<file path="src/rtl/opsel_arith_unit.sv">
module oau_full_adder (
  input  logic a,
  input  logic b,
  input  logic ci,
  output logic s,
  output logic co
);
  assign s  = a ^ b ^ ci;
  assign co = (a & b) | (ci & (a ^ b));
endmodule

module oau_ripple_addsub #(
  parameter int W = 4
) (
  input  logic [W-1:0] x,
  input  logic [W-1:0] y,
  input  logic         sub,
  output logic [W-1:0] sum,
  output logic         ovf
);
  logic [W:0]   carry;
  logic [W-1:0] y_eff;

  assign carry[0] = sub;
  assign y_eff    = y ^ {W{sub}};

  for (genvar i = 0; i < W; i++) begin : g_bit
    oau_full_adder u_fa (
      .a (x[i]),
      .b (y_eff[i]),
      .ci(carry[i]),
      .s (sum[i]),
      .co(carry[i+1])
    );
  end

  assign ovf = carry[W] ^ carry[W-1];
endmodule

module opsel_arith_unit #(
  parameter int W = 4
) (
  input  logic [W-1:0] lhs,
  input  logic [W-1:0] rhs,
  input  logic [2:0]   opcode,
  output logic [W-1:0] result,
  output logic         overflow
);
  logic         is_abs;
  logic [W-1:0] first_op, second_op;
  logic [W-1:0] x_in, y_in;
  logic         do_sub;

  assign is_abs    = opcode[0];
  assign first_op  = opcode[2] ? lhs : rhs;
  assign second_op = opcode[2] ? rhs : lhs;

  assign x_in   = is_abs ? '0 : first_op;
  assign y_in   = second_op;
  assign do_sub = is_abs ? second_op[W-1] : opcode[1];

  oau_ripple_addsub #(.W(W)) u_core (
    .x  (x_in),
    .y  (y_in),
    .sub(do_sub),
    .sum(result),
    .ovf(overflow)
  );
endmodule


</file>
<file path="config.mk">
export PLATFORM = sky130hd
export DESIGN_NAME = opsel_arith_unit
export DESIGN_NICKNAME = d
export VERILOG_FILES = /design/src/rtl/opsel_arith_unit.sv
export SDC_FILE = /design/constraint.sdc
export NUM_CORES = 1
export LEC_CHECK = 0
export ABC_AREA = 1
export BUFFER_PORTS_ARGS = -buffer_cell sky130_fd_sc_hd__buf_2
export CORE_AREA = 2 2 39 41
export DETAILED_ROUTE_END_ITERATION = 16
export DIE_AREA = 0 0 41 43
export PLACE_DENSITY = 0.59
export SLEW_MARGIN = 20
export SYNTH_ARGS = -nofsm -noshare
export SYNTH_HDL_FRONTEND = slang
export SYNTH_SLANG_ARGS = --single-unit
</file>
<file path="constraint.sdc">
create_clock -name vclk -period 9.3
set_input_delay 1.86 -clock vclk [all_inputs]
set_output_delay 1.86 -clock vclk [all_outputs]
set_load 0.05 [all_outputs]
</file>
==> results.rst <==
.. list-table::
   :header-rows: 1

   * - Metric
     - Value
   * - Result of the run
     - complete, no violations
   * - Number of antenna violations at the first check in global routing
     - 0
   * - Worst-path maximum fanout
     - 19
   * - Worst max-slew margin expressed relative to the limit
     - 78.2%
   * - Initial cell density of the core
     - 28.0%
   * - 1st-pass router iterations
     - 4
   * - End of the worst hold path
     - result[0]
   * - Setup repair after global routing missed its margin
     - false
   * - Overall via count from detail_route
     - 415
   * - Fraction of power consumed by the clock network
     - 0%
   * - Hold WS
     - 4.26 ns
   * - Number of cells upsized or downsized after cts
     - 0
   * - Count of boundary I/O pins
     - 16
   * - Net count of the mapped netlist
     - 82
   * - Hold path depth
     - 6
   * - Total count of max-transition violations in the final report
     - 0
   * - Slew at the pin closest to its max-slew limit
     - 0.328 ns
   * - Placer congestion estimate
     - 0.694
   * - Endpoint required time on the critical path
     - 7.44 ns
   * - Library cells used by synthesis
     - 17
   * - Maximum number of pins on one net before global-route repair
     - 20
   * - Highest-count cells in the layout ignoring fill and taps
     - nand2_1 (20), buf_2 (16), inv_1 (11), nand3_1 (9), o21ai_0 (4)
   * - Global Route Usage Sum
     - 9.94%
   * - Leading area contributor after synthesis
     - nand2_1
   * - DR iter-0 viols
     - 5
   * - Worst Setup Path Type
     - in -> out
   * - Slowest stage delay, CP
     - 0.44 ns
   * - Final total negative setup slack
     - 0 ns
   * - Layout net count
     - 94
   * - Via-to-Cell Ratio
     - 4.41
   * - Fraction of final layout cells with drive strength greater than 1
     - 28.2%
   * - Power share of the sequential group
     - 0%
   * - Seq. cell area
     - 0 sq um
   * - FFs & Latches
     - 0
   * - M1 GR Usage
     - 14.1%
   * - Floorplan die width
     - 41 um
   * - Switching power summed over all nets
     - 0.0350 mW
   * - Crit path cell chain
     - buf_2 > inv_2 > o21ai_1 > nand3_1 > nand2_1 > fa_1 > inv_1 > fa_1 > fa_1 > xor2_1 > buf_2
   * - Slowest stage cell, crit path
     - fa_1
   * - Vias in the first global route
     - 345
   * - DRT antenna net count
     - 0
   * - Filler cells
     - 169
   * - Total inserted antenna cells
     - 0
   * - First-pass GRT wire length
     - 1330 um
   * - Endpoints failing setup
     - 0
   * - Average wire length per cell after detail routing
     - 7.80 um
   * - Total length of routed wires
     - 733 um
   * - Remaining routing DRC violations
     - 0
   * - Most Frequent Cell on Critical Path
     - fa_1
   * - Worst setup EP type
     - output port
   * - Area of the mapped netlist
     - 388 sq um
   * - Most Crowded Layer GR
     - met2
   * - Part of the cycle the worst path needs
     - 64.1%
   * - Cell area power density
     - 110 nW/um^2
   * - Final Hold Violating Endpoints
     - 0
   * - Number of hold buffers added after cts
     - 0
   * - Time the final worst path needs with I/O delays and setup
     - 5.96 ns
   * - Lkg Pwr
     - 0.258 nW
   * - CLK BUF
     - 0
   * - Max-cap violations
     - 0
   * - Standard-cell row count
     - 14
   * - Part of the power in combinational logic
     - 100.0%
   * - Proportion of netlist area held by the largest area contributor
     - 19.4%
   * - Die Y-Extent
     - 43 um
   * - Classification of the worst-slack hold path
     - in -> out
   * - CP bufs+invs
     - 4
   * - Sequential area share after synthesis
     - 0%
   * - Sw frac
     - 73.8%
   * - CP Launch Type
     - input pin
   * - Mean Syn Cell Area
     - 5.70 sq um
   * - Upper clock frequency limit
     - 0.168 GHz
   * - Hold wc startpoint
     - lhs[0]
   * - CP delay by family, top
     - adder cells
   * - Data arrival at the endpoint of the critical path
     - 4.10 ns
   * - Cell count after synthesis
     - 68
   * - Grt met3 use
     - 0%
   * - Total of buffers placed on input and output ports
     - 16
   * - Post-detail-place hpwl
     - 638 um
   * - Aggregate global routing overflow
     - 0
   * - Number of synthesis warnings
     - 0
   * - Global routing met2 resource utilization
     - 17.2%
   * - Core area
     - 1380 sq um
   * - Multi-input combinational cell area
     - 283 sq um
   * - Most common cell after layout, fill and taps aside
     - nand2_1
   * - Internal power
     - 0.0124 mW
   * - Buffer count from post-CTS setup fixing
     - 0
   * - Worst supply voltage drop on vdd
     - 0.0565 mV
   * - Leading cell types by total area after synthesis
     - nand2_1 (19%), fa_1 (15%), nand3_1 (12%)
   * - Design Power
     - 0.0474 mW
   * - Area growth from synthesis to layout
     - 11.3%
   * - DIE AREA
     - 1760 sq um
-- power by group through the flow --
stage          clock network [mW]  registers [mW]  logic, mW
3_5_place_dp                    0               0     0.0480
6_report                        0               0     0.0474
4_1_cts                         0               0     0.0481
2_1_floorplan                   0               0     0.0451
3_3_place_gp                    0               0     0.0479
5_1_grt                         0               0     0.0518
-- metal layers --
metal,wire length [um],up-vias,part of all wire (%)
met4,0,0,0
met5,0,-,0
met1,347,179,47
met3,35,0,4.8
li1,-,229,-
met2,350,7,48
-- logic make-up (layout without fill, tap and decap cells) --
family                     Yosys count  after routing  share of synthesized area (%)
xor gates and xnor gates             1              1                           2.26
AOI/OAI and AO/OA                   12             12                           18.1
and+or+nand+nor                     33             33                           37.1
buffers and inverters               19             29                           27.1
adders and majority gates            3              3                           15.5
-- per-stage QoR --
| step | util, % | worst slack (ns) | instances | instance area [sq um] |
|---|---|---|---|---|
| final | 31.2 | 3.34 | 94 | 432 |
| after global routing | 31.2 | 3.12 | 94 | 432 |
| after CTS | 31.2 | 3.31 | 94 | 432 |
| after detailed placement | 31.2 | 3.31 | 94 | 432 |
| after global placement | 31.2 | 3.32 | 94 | 432 |
| after floorplan | - | 3.23 | 68 | 388 |
-- cell usage after synthesis --
cell type	count
o21ai_0	4
o21ai_2	2
fa_1	3
inv_2	2
buf_6	1
nand2_2	1
o211ai_1	1
inv_1	11
o21ai_1	2
nand2_1	20
buf_4	4
a21oi_1	3
buf_8	1
nor2_1	2
nand3_2	1
nand3_1	9
xor2_1	1
-- how the worst max path moves through the flow --
| stage | startpoint | endpoint | slack, ns | cells past startpoint |
|---|---|---|---|---|
| 5_1_grt | opcode[2] | overflow | 3.12 | 11 |
| 3_3_place_gp | opcode[2] | overflow | 3.32 | 11 |
| 6_report | opcode[2] | overflow | 3.34 | 11 |
| 3_5_place_dp | opcode[2] | overflow | 3.31 | 11 |
| 4_1_cts | opcode[2] | overflow | 3.31 | 11 |
| 2_1_floorplan | opcode[2] | overflow | 3.23 | 9 |
-- layout make-up --
type | count | share of cell area, %
multi-input cells | 49 | 65.5
repair buffers | 16 | 18.6
inverters | 13 | 11.3
well taps | 16 | 4.64
(Power assumes the default switching activity.)
